## config.mk

```make
export PLATFORM = sky130hd
export DESIGN_NAME = wsr_read_mux
export DESIGN_NICKNAME = d
export VERILOG_FILES = /design/src/rtl/wsr_pkg.sv /design/src/rtl/wsr_rise_det.sv /design/src/rtl/wsr_toggle_trk.sv /design/src/rtl/wsr_id_decode.sv /design/src/rtl/wsr_status_fmt.sv /design/src/rtl/wsr_read_mux.sv
export SDC_FILE = /design/constraint.sdc
export NUM_CORES = 1
export LEC_CHECK = 0
export BUFFER_PORTS_ARGS = -buffer_cell sky130_fd_sc_hd__buf_2
export CAP_MARGIN = 20
export CORE_MARGIN = 4
export CORE_UTILIZATION = 34
export DETAILED_ROUTE_END_ITERATION = 12
export GPL_TIMING_DRIVEN = 0
export HOLD_SLACK_MARGIN = 0.06
export PLACE_DENSITY = 0.76
export REMOVE_ABC_BUFFERS = 1
export SETUP_SLACK_MARGIN = 0.05
export SLEW_MARGIN = 20
export SYNTH_ARGS = -nofsm -noshare
export SYNTH_HDL_FRONTEND = slang
export SYNTH_SLANG_ARGS = --single-unit
```

## constraint.sdc

```tcl
create_clock -name clk -period 1.3 [get_ports clk]
set_input_delay 0.13 -clock clk [delete_from_list [all_inputs] [get_ports clk]]
set_output_delay 0.13 -clock clk [all_outputs]
set_load 0.05 [all_outputs]
```

## src/rtl/wsr_pkg.sv

```systemverilog
package wsr_pkg;

   localparam logic [7:0] MFR_CODE     = 8'hBF;
   localparam logic [7:0] DEV_CODE_LO  = 8'h10;
   localparam logic [7:0] DEV_CODE_HI  = 8'h12;
   localparam logic [7:0] ID_MISS_FILL = 8'hFF;

   localparam int POLL_BIT = 7;
   localparam int TOG_BIT  = 6;
   localparam int ID_TOP   = 14;

   typedef enum logic [1:0] {
      SRC_OFF    = 2'd0,
      SRC_ARRAY  = 2'd1,
      SRC_ID     = 2'd2,
      SRC_STATUS = 2'd3
   } rd_src_e;

endpackage

```

## src/rtl/wsr_rise_det.sv

```systemverilog
module wsr_rise_det (
   input  logic clk,
   input  logic rst_n,
   input  logic sig_in,
   output logic rise
);
   logic sig_q;

   always_ff @(posedge clk or negedge rst_n) begin
      if (!rst_n) sig_q <= 1'b0;
      else        sig_q <= sig_in;
   end

   assign rise = sig_in & ~sig_q;
endmodule

```

## src/rtl/wsr_toggle_trk.sv

```systemverilog
module wsr_toggle_trk (
   input  logic clk,
   input  logic rst_n,
   input  logic busy,
   input  logic rd_rise,
   output logic tog_now
);
   // next_q: value the next read will see; shown_q: value of the last read
   logic next_q;
   logic shown_q;

   always_ff @(posedge clk or negedge rst_n) begin
      if (!rst_n) begin
         next_q  <= 1'b1;
         shown_q <= 1'b1;
      end else if (!busy) begin
         next_q  <= 1'b1;
         shown_q <= 1'b1;
      end else if (rd_rise) begin
         next_q  <= ~next_q;
         shown_q <= next_q;
      end
   end

   assign tog_now = rd_rise ? next_q : shown_q;
endmodule

```

## src/rtl/wsr_id_decode.sv

```systemverilog
module wsr_id_decode #(
   parameter int ADDR_W  = 18,
   parameter int DATA_W  = 8,
   parameter int DEV_SEL = 1
) (
   input  logic [ADDR_W-1:0] addr,
   output logic [DATA_W-1:0] id_byte
);
   import wsr_pkg::*;

   localparam int ZERO_W = ID_TOP;

   logic [DATA_W-1:0] dev_code;
   logic              upper_clear;

   generate
      if (DEV_SEL == 0) begin : g_dev_lo
         assign dev_code = DATA_W'(DEV_CODE_LO);
      end else begin : g_dev_hi
         assign dev_code = DATA_W'(DEV_CODE_HI);
      end
   endgenerate

   assign upper_clear = (addr[ID_TOP:1] == ZERO_W'(0));

   always_comb begin
      if (!upper_clear)  id_byte = DATA_W'(ID_MISS_FILL);
      else if (addr[0])  id_byte = dev_code;
      else               id_byte = DATA_W'(MFR_CODE);
   end
endmodule

```

## src/rtl/wsr_status_fmt.sv

```systemverilog
module wsr_status_fmt #(
   parameter int DATA_W = 8
) (
   input  logic [DATA_W-1:0] last_byte,
   input  logic              erasing,
   input  logic              tog_now,
   output logic [DATA_W-1:0] status
);
   import wsr_pkg::*;

   genvar gi;
   generate
      for (gi = 0; gi < DATA_W; gi++) begin : g_bit
         if (gi == TOG_BIT) begin : g_tog
            assign status[gi] = tog_now;
         end else if (gi == POLL_BIT) begin : g_poll
            assign status[gi] = ~erasing & ~last_byte[gi];
         end else begin : g_pass
            assign status[gi] = ~erasing & last_byte[gi];
         end
      end
   endgenerate
endmodule

```

## src/rtl/wsr_read_mux.sv

```systemverilog
module wsr_read_mux #(
   parameter int ADDR_W  = 18,
   parameter int DATA_W  = 8,
   parameter int DEV_SEL = 1
) (
   input  logic              clk,
   input  logic              rst_n,
   input  logic              chip_en,
   input  logic              out_en,
   input  logic              rd_stb,
   input  logic [ADDR_W-1:0] addr,
   input  logic              busy,
   input  logic              erasing,
   input  logic              id_mode,
   input  logic [DATA_W-1:0] last_byte,
   input  logic [DATA_W-1:0] array_data,
   output logic [DATA_W-1:0] rd_data,
   output logic              rd_oe
);
   import wsr_pkg::*;

   generate
      if (DATA_W != 8) begin : g_bad_data_w
         $error("wsr_read_mux: DATA_W must be 8 for the status bit layout");
      end
      if (ADDR_W <= ID_TOP) begin : g_bad_addr_w
         $error("wsr_read_mux: ADDR_W must exceed the identification address field");
      end
      if (DEV_SEL != 0 && DEV_SEL != 1) begin : g_bad_dev_sel
         $error("wsr_read_mux: DEV_SEL must be 0 or 1");
      end
   endgenerate

   logic              rd_rise;
   logic              tog_now;
   logic [DATA_W-1:0] id_byte;
   logic [DATA_W-1:0] status;
   logic [DATA_W-1:0] sel_byte;
   rd_src_e           src;

   wsr_rise_det u_rise (
      .clk    (clk),
      .rst_n  (rst_n),
      .sig_in (rd_stb),
      .rise   (rd_rise)
   );

   wsr_toggle_trk u_tog (
      .clk     (clk),
      .rst_n   (rst_n),
      .busy    (busy),
      .rd_rise (rd_rise),
      .tog_now (tog_now)
   );

   wsr_id_decode #(
      .ADDR_W  (ADDR_W),
      .DATA_W  (DATA_W),
      .DEV_SEL (DEV_SEL)
   ) u_id (
      .addr    (addr),
      .id_byte (id_byte)
   );

   wsr_status_fmt #(
      .DATA_W (DATA_W)
   ) u_stat (
      .last_byte (last_byte),
      .erasing   (erasing),
      .tog_now   (tog_now),
      .status    (status)
   );

   always_comb begin
      if (!(chip_en && out_en)) src = SRC_OFF;
      else if (busy)            src = SRC_STATUS;
      else if (id_mode)         src = SRC_ID;
      else                      src = SRC_ARRAY;
   end

   always_comb begin
      unique case (src)
         SRC_STATUS: sel_byte = status;
         SRC_ID:     sel_byte = id_byte;
         SRC_ARRAY:  sel_byte = array_data;
         default:    sel_byte = '0;
      endcase
   end

   always_ff @(posedge clk or negedge rst_n) begin
      if (!rst_n) begin
         rd_data <= '0;
         rd_oe   <= 1'b0;
      end else begin
         rd_data <= sel_byte;
         rd_oe   <= (src != SRC_OFF);
      end
   end
endmodule

```

-- Word level (Yosys, flattened, before mapping)
Cells that the tools add are included.
- equal/unequal tests: 4
- mux-type cells: 10
- bitwise operators: 12
- reductions and logical operators: 3
- operators by type and width (operator ; number):
    $pmux 8 s3 ; 1
    $mux 8 ; 2
    $logic_not 14->1 ; 1
    $and 1x1->1 ; 8
    $mux 2 ; 3
    $eq 2x2->1 const B ; 2
    $mux 1 ; 4
    $not 1->1 ; 4
    $eq 2x1->1 const B ; 1
    $ne 2x1->1 const B ; 1
    $reduce_bool 2->1 ; 1
    $logic_and 1x1->1 ; 1
- bits in registers: 12
- bits of input ports: 42
- word-level logic and storage cells: 34

-- Depth between registers and ports, before layout
Gate-level depths: netlist of the first run.
- word-level depth: 5
- gate-level depth with buffers: 4
- mapped depth without buffers: 4

-- Hierarchy
A second synthesis of the first run with hierarchy kept.
- cells, all modules: 68
- area, all modules: 725.7 µm²
- by module, submodules not included (module ; times used ; cells each ; area an instance (µm²) ; seq. area each (µm²)):
    wsr_read_mux ; 1 ; 37 ; 437.9 ; 225.2
    wsr_id_decode ; 1 ; 14 ; 110.1 ; 0.0
    wsr_toggle_trk ; 1 ; 7 ; 90.1 ; 52.6
    wsr_status_fmt ; 1 ; 8 ; 48.8 ; 0.0
    wsr_rise_det ; 1 ; 2 ; 38.8 ; 25.0

-- Worst setup path before layout of the first run
Ideal clock, no wire load.
- kind: register to register
- start point: reg u_rise.sig_q
- end point: reg u_tog.shown_q
- data arrival time: 1025 ps
- data required time: 1216 ps
- slack: 191 ps
- stages on the path, launching flop included: 4
- path buffers: 0
- clock period less this slack: 1109 ps
- path through: dfrtp_1 -> nand2b_1 -> mux2_2 -> or2_2
- cells in the longest elaborated chain, start to end: 4
- ends and longest elaborated chain (item ; RTL line ; RTL):
    start, declared ; wsr_rise_det.sv:7 ; logic sig_q;
    start signal, assigned ; wsr_rise_det.sv:11 ; else sig_q <= sig_in;
    $not 1->1 ; wsr_rise_det.sv:14 ; assign rise = sig_in & ~sig_q;
    $and 1x1->1 ; wsr_rise_det.sv:14 ;
    $mux 1 (2 in series) ; n/a ;
    end signal, assigned ; wsr_toggle_trk.sv:21 ; shown_q <= next_q;
    end, declared ; wsr_toggle_trk.sv:10 ; logic shown_q;
Every way passes these cells.
A chain may end at the register's enable or synchronous reset.

-- Worst setup path after layout of the first run
Ends and elaborated chain as after synthesis.

==> results by group, run 1 <==
Worst hold path
  – Hold Path Stages: 3
  – Hold_sp: last_byte[4]
  – WHS Endpoint: rd_data[4]
  – Worst Hold Class: in2reg

Timing
  – Setup TNS: 0 ns
  – Final hold vios: 0
  – Fin. max-slew vios: 0
  – Worst slew pin tran: 0.565 ns
  – Worst rel slew slack: 62.0%
  – Highest Clock Rate: 0.849 GHz
  – Final period utilization: 90.6%
  – RSZ-0062 raised after global routing: no
  – Finish-stage setup viols: 0
  – Fin crit period: 1.18 ns
  – Clock skew: 0.000559 ns

Floorplanning
  – Die height: 47.1 um
  – I/O pins: 51
  – Core Rows: 13
  – Core area: 0.00137 mm2
  – Die W: 47.1 um
  – Starting Density: 38.0%
  – Die area: 0.00222 mm2

Synthesis
  – Register area share after synthesis: 58.3%
  – Syn Inst Count: 46
  – Netlist cell types: 19
  – Share of the synthesized area in the top cell type: 48.2%
  – YS warnings: 0
  – Syn Area/Cell: 11.3 um2
  – Synthesized flop and latch total: 12
  – Dominant cells by area after synthesis: dfrtp_1 (48%), dfstp_2 (10%), a221o_1 (9.6%), nand2_1 (5.8%), nor4_1 (3.6%)
  – Most frequent cell after synthesis: dfrtp_1
  – Syn Std Cell Area: 519 um2
  – Synth async-reset ratio: 100%
  – Largest area contributor in the netlist: dfrtp_1
  – Synth cell count leaders: dfrtp_1 (10), nand2_1 (8), a221o_1 (5), inv_1 (3), nor4_1 (3)
  – Ys flop type: dfrtp_1
  – Post-synth EDFFs: 0

Route
  – DR vias: 560
  – WL final: 1.43 mm
  – Vias per cell: 4.91
  – Remaining DRCs: 0
  – Routed Antenna Nets: 0
  – DR iter-0 viols: 3
  – Post-DR wirelength/cell: 12.5 um
  – TritonRoute pass-1 iters: 4

Clock tree
  – TritonCTS Buffers: 3
  – Latest clock arrival within the worst-skew pair: 0.26 ns
  – CTS tree: done
  – Post-CTS Repair Setup Buffers: 0
  – Max H-tree Level: 1
  – Clock slew seen by the registers of the worst setup and hold paths: 0.07 ns
  – CTS max path bufs: 2
  – Number of clock sinks: 12
  – Clock root cell: clkbuf_4

Setup path
  – Setup slack, reg-to-reg: 0.12 ns
  – Critical Path Start: u_rise.sig_q
  – Worst path arrival time: 1.37 ns
  – Critical R2R Launch: u_rise.sig_q
  – Worst EP required: 1.49 ns
  – Worst-path maximum fanout: 2
  – Classification of the worst setup path: reg2reg
  – R2R cell count: 3
  – CP endpoint kind: flop
  – Worst r2r dst: u_tog.shown_q
  – Worst Setup Start Kind: flop

Global route
  – First-pass GRT wire length: 2.17 mm
  – Vias in the first global route: 590
  – Total gr overflow: 0
  – Initial antenna violation count: 0
  – Largest net degree at the start of global routing: 13
  – GR Util All Layers: 14.1%

Place
  – IO buf count: 46
  – # placed instances: 107
  – Routability-driven placement congestion ratio: 0.662
  – Detail Placement HPWL: 1.15 mm

Pwr
  – Max VDD drop: 0.324 mV
  – Leak: 0.000472 uW
  – Power density cells: 957 mW/mm2

Layout
  – # nets final: 143
  – Post-route insts no fill: 114
  – Layout cell share with drive strength beyond 1: 56.6%
  – Final design utilization: 60.8%
  – N_diodes: 0
  – P&R area growth vs syn: 60.0%

Status
  – Status: finished, final reports clean

Job
  – Max-Cap Viols: 0
## worst max-delay path, stage by stage, from the launching register on
cell	delay (ns)
dfrtp_1	0.37
nand2b_1	0.17
mux2_2	0.29
or2_2	0.27
## stage by stage
stage | cell area [um2] | worst slack, ns | power, uW | hold WS [ns]
after floorplan | 519 | 0.191 | 495 | -0.166
after global placement | 768 | 0.0536 | 578 | 0.0101
after detailed placement | 768 | 0.0313 | 582 | 0.0150
after CTS | 831 | 0.124 | 803 | 0.0736
after global routing | 831 | 0.0869 | 836 | 0.0946
final | 831 | 0.122 | 795 | 0.0772
## state kept, by name, indices dropped and copies added, names as in the netlist
signal / flops
u_tog.next_q: 1
rd_data: 8
u_rise.sig_q: 1
u_tog.shown_q: 1
rd_oe: 1
## worst max path at each step
stage               endpoint  depth (start not counted)
3_3_place_gp      rd_data[2]                          5
5_1_grt        u_tog.shown_q                          3
6_report       u_tog.shown_q                          3
4_1_cts        u_tog.shown_q                          3
2_1_floorplan  u_tog.shown_q                          3
3_5_place_dp      rd_data[3]                          5
## timing repair
action                                  in CTS  in global routing
hold endpoints to repair                    15                  0
hold buffers                                 4                  0
gates resized for setup                      0                  0
endpoints found under the setup margin       0                  0
## final cells by class
cell class	instances	area, um2
Clock buffer	3	22.5
Tap cell	15	18.8
Inverter	3	11.3
Multi-Input combinational cell	31	205
Timing Repair Buffer	50	270
Sequential cell	12	303
Fill cell	132	536
## cells by family (layout without fill, tap and decap cells)
kind of cell	Yosys count	after routing	synth area share, %
xor gates and xnor gates	1	1	1.69
muxes	1	1	2.17
and+or+nand+nor	19	19	19.5
buffers and inverters	3	56	2.17
AOI/OAI and AO/OA	10	10	16.1
DFF	12	12	58.3
## power breakdown
group | switching [uW] | internal, uW
Sequential | 5.20 | 395
Combinational | 106 | 76.6
Clock | 104 | 107
Total | 216 | 579
## layer usage
metal  up-vias  global-route usage [%]  share of wire (%)
met2        34                    27.9                 54
met1       250                    13.4                 35
met5         -                       0                  0
li1        276                       -                  -
met3         0                    2.68                 11
met4         0                    7.18                  0
## cell usage in the layout (no fill, tap or decap), types with 2 or more instances in the layout
cell,instances
buf_2,46
dfrtp_1,10
nand2_1,8
a221o_1,5
dlygate4sd3_1,4
inv_1,3
nor4_1,3
clkbuf_4,3
o21ai_0,2
nor2_1,2
dfstp_2,2
(Power assumes the default switching activity.)
==> run 2: changes to the inputs <==
Settings changed: HOLD_SLACK_MARGIN 0.06 to default, PLACE_DENSITY 0.76 to 0.8.
==> results by group, run 2 (synthesis gave the netlist of run 1 again) <==
Setup path
  – Worst EP required: 1.51 ns
  – CP bufs+invs: 0
  – Worst-path maximum fanout: 2
  – Classification of the worst setup path: reg2reg
  – Worst path cell trace: nand2b_1 -> mux2_2 -> or2_2
  – CP endpoint kind: flop
  – Slowest CP cell: dfrtp_1
  – Worst stage delay on the critical path: 0.37 ns
  – Worst Setup Start Kind: flop
  – Crit-path leading delay family: simple AND/OR/NAND/NOR gates
  – Worst path arrival time: 1.37 ns

Clock tree
  – Clock root cell: clkbuf_4
  – Clock slew seen by the registers of the worst setup and hold paths: 0.07 ns
  – Max H-tree Level: 1
  – # resized after CTS: 0
  – CTS tree: done
  – Number of clock sinks: 12
  – Latest clock arrival within the worst-skew pair: 0.28 ns
  – TritonCTS Buffers: 3
  – CTS max path bufs: 2

Worst hold path
  – Worst Hold Class: in2reg

Floorplanning
  – Die area: 0.00222 mm2
  – Starting Density: 38.0%
  – Die height: 47.1 um
  – Die W: 47.1 um
  – Core area: 0.00137 mm2
  – Core Rows: 13
  – I/O pins: 51

Pwr
  – Power density cells: 1060 mW/mm2
  – Leak: 0.000471 uW
  – Max VDD drop: 0.572 mV

Timing
  – Final period utilization: 89.6%
  – Finish-stage setup viols: 0
  – Setup TNS: 0 ns
  – Hold slack: 0.0333 ns
  – RSZ-0062 raised after global routing: no
  – Worst slew pin tran: 0.554 ns
  – Final hold vios: 0
  – Clock skew: 0.000501 ns
  – Highest Clock Rate: 0.858 GHz
  – Worst rel slew slack: 62.8%
  – Fin. max-slew vios: 0
  – Fin crit period: 1.16 ns

Global route
  – Initial antenna violation count: 0
  – Met3 usage: 3.07%
  – Vias in the first global route: 561
  – Total gr overflow: 0
  – GR Util All Layers: 14.9%
  – First-pass GRT wire length: 2.20 mm
  – Met2 Use GR: 26.6%
  – GRT met1 Usage: 14.2%
  – Global route hottest layer: met2
  – Largest net degree at the start of global routing: 13

Route
  – WL final: 1.40 mm
  – Routed Antenna Nets: 0
  – DR iter-0 viols: 3
  – TritonRoute pass-1 iters: 4
  – Remaining DRCs: 0
  – Vias per cell: 4.92
  – Post-DR wirelength/cell: 12.4 um
  – DR vias: 556

Layout
  – Most common cell after layout, fill and taps aside: buf_2
  – Largest register FFs: 8
  – Layout cell share with drive strength beyond 1: 58.2%
  – # nets final: 141
  – Filler Cell Count: 125
  – P&R area growth vs syn: 58.8%
  – N_diodes: 0
  – Commonest non-fill, non-tap cells in the layout: buf_2 (46), dfrtp_1 (10), nand2_1 (8)
  – Most flops, register: rd_data

Place
  – Routability-driven placement congestion ratio: 0.680
  – Detail Placement HPWL: 1.13 mm
  – IO buf count: 46

Status
  – Status: finished, final reports clean

Job
  – Max-Cap Viols: 0
run 2: path summary, 6_finish.rpt:
check,from,to,slack (ns),cells after the start
hold / removal,busy,u_tog.next_q,0.03,2
hold reg to reg,u_tog.next_q,u_tog.next_q,0.59,2
setup reg to reg,u_rise.sig_q,u_tog.shown_q,0.14,3
max in group asynchronous,rst_n,u_tog.next_q,0.79,2
setup / recovery,u_rise.sig_q,u_tog.shown_q,0.14,3
min in group asynchronous,rst_n,rd_data[1],0.24,2
run 2: where the power goes:
| part | internal, uW | switching (uW) |
|---|---|---|
| clock | 171 | 125 |
| combinational | 72.6 | 105 |
| sequential | 395 | 4.91 |
run 2: through the flow:
stage / utilization [%] / std cells / power (uW) / cell area (um2) / worst slack (ns)
2_1_floorplan: - / 46 / 495 / 519 / 0.191
3_3_place_gp: 56.2 / 107 / 578 / 768 / 0.0576
3_5_place_dp: 56.2 / 107 / 581 / 768 / 0.0207
4_1_cts: 60.3 / 113 / 878 / 825 / 0.130
5_1_grt: 60.3 / 113 / 912 / 825 / 0.0927
6_report: 60.3 / 113 / 873 / 825 / 0.135
run 2: area by class of cell:
class / instances / area [um2] / share of cell area (%)
Multi-Input combinational cell: 31 / 205 / 24.9
Sequential cell: 12 / 303 / 36.7
Timing Repair Buffer: 48 / 250 / 30.3
Clock buffer: 4 / 36.3 / 4.40
Tap cell: 15 / 18.8 / 2.28
Inverter: 3 / 11.3 / 1.37
run 2: layer usage:
| metal | vias up | wire [um] |
|---|---|---|
| met2 | 34 | 729 |
| met3 | 4 | 183 |
| met1 | 246 | 441 |
| met4 | 0 | 43 |
| met5 | - | 0 |
| li1 | 272 | - |
run 2: timing repair:
| action | CTS | global route |
|---|---|---|
| endpoints found under the hold margin | 13 | 0 |
| setup buffers | 0 | 0 |
| hold buffers | 2 | 0 |
run 2: worst register-to-register path, stage by stage, from the launching register on:
cell	delay [ns]
dfrtp_1	0.37
nand2b_1	0.17
mux2_2	0.29
or2_2	0.27
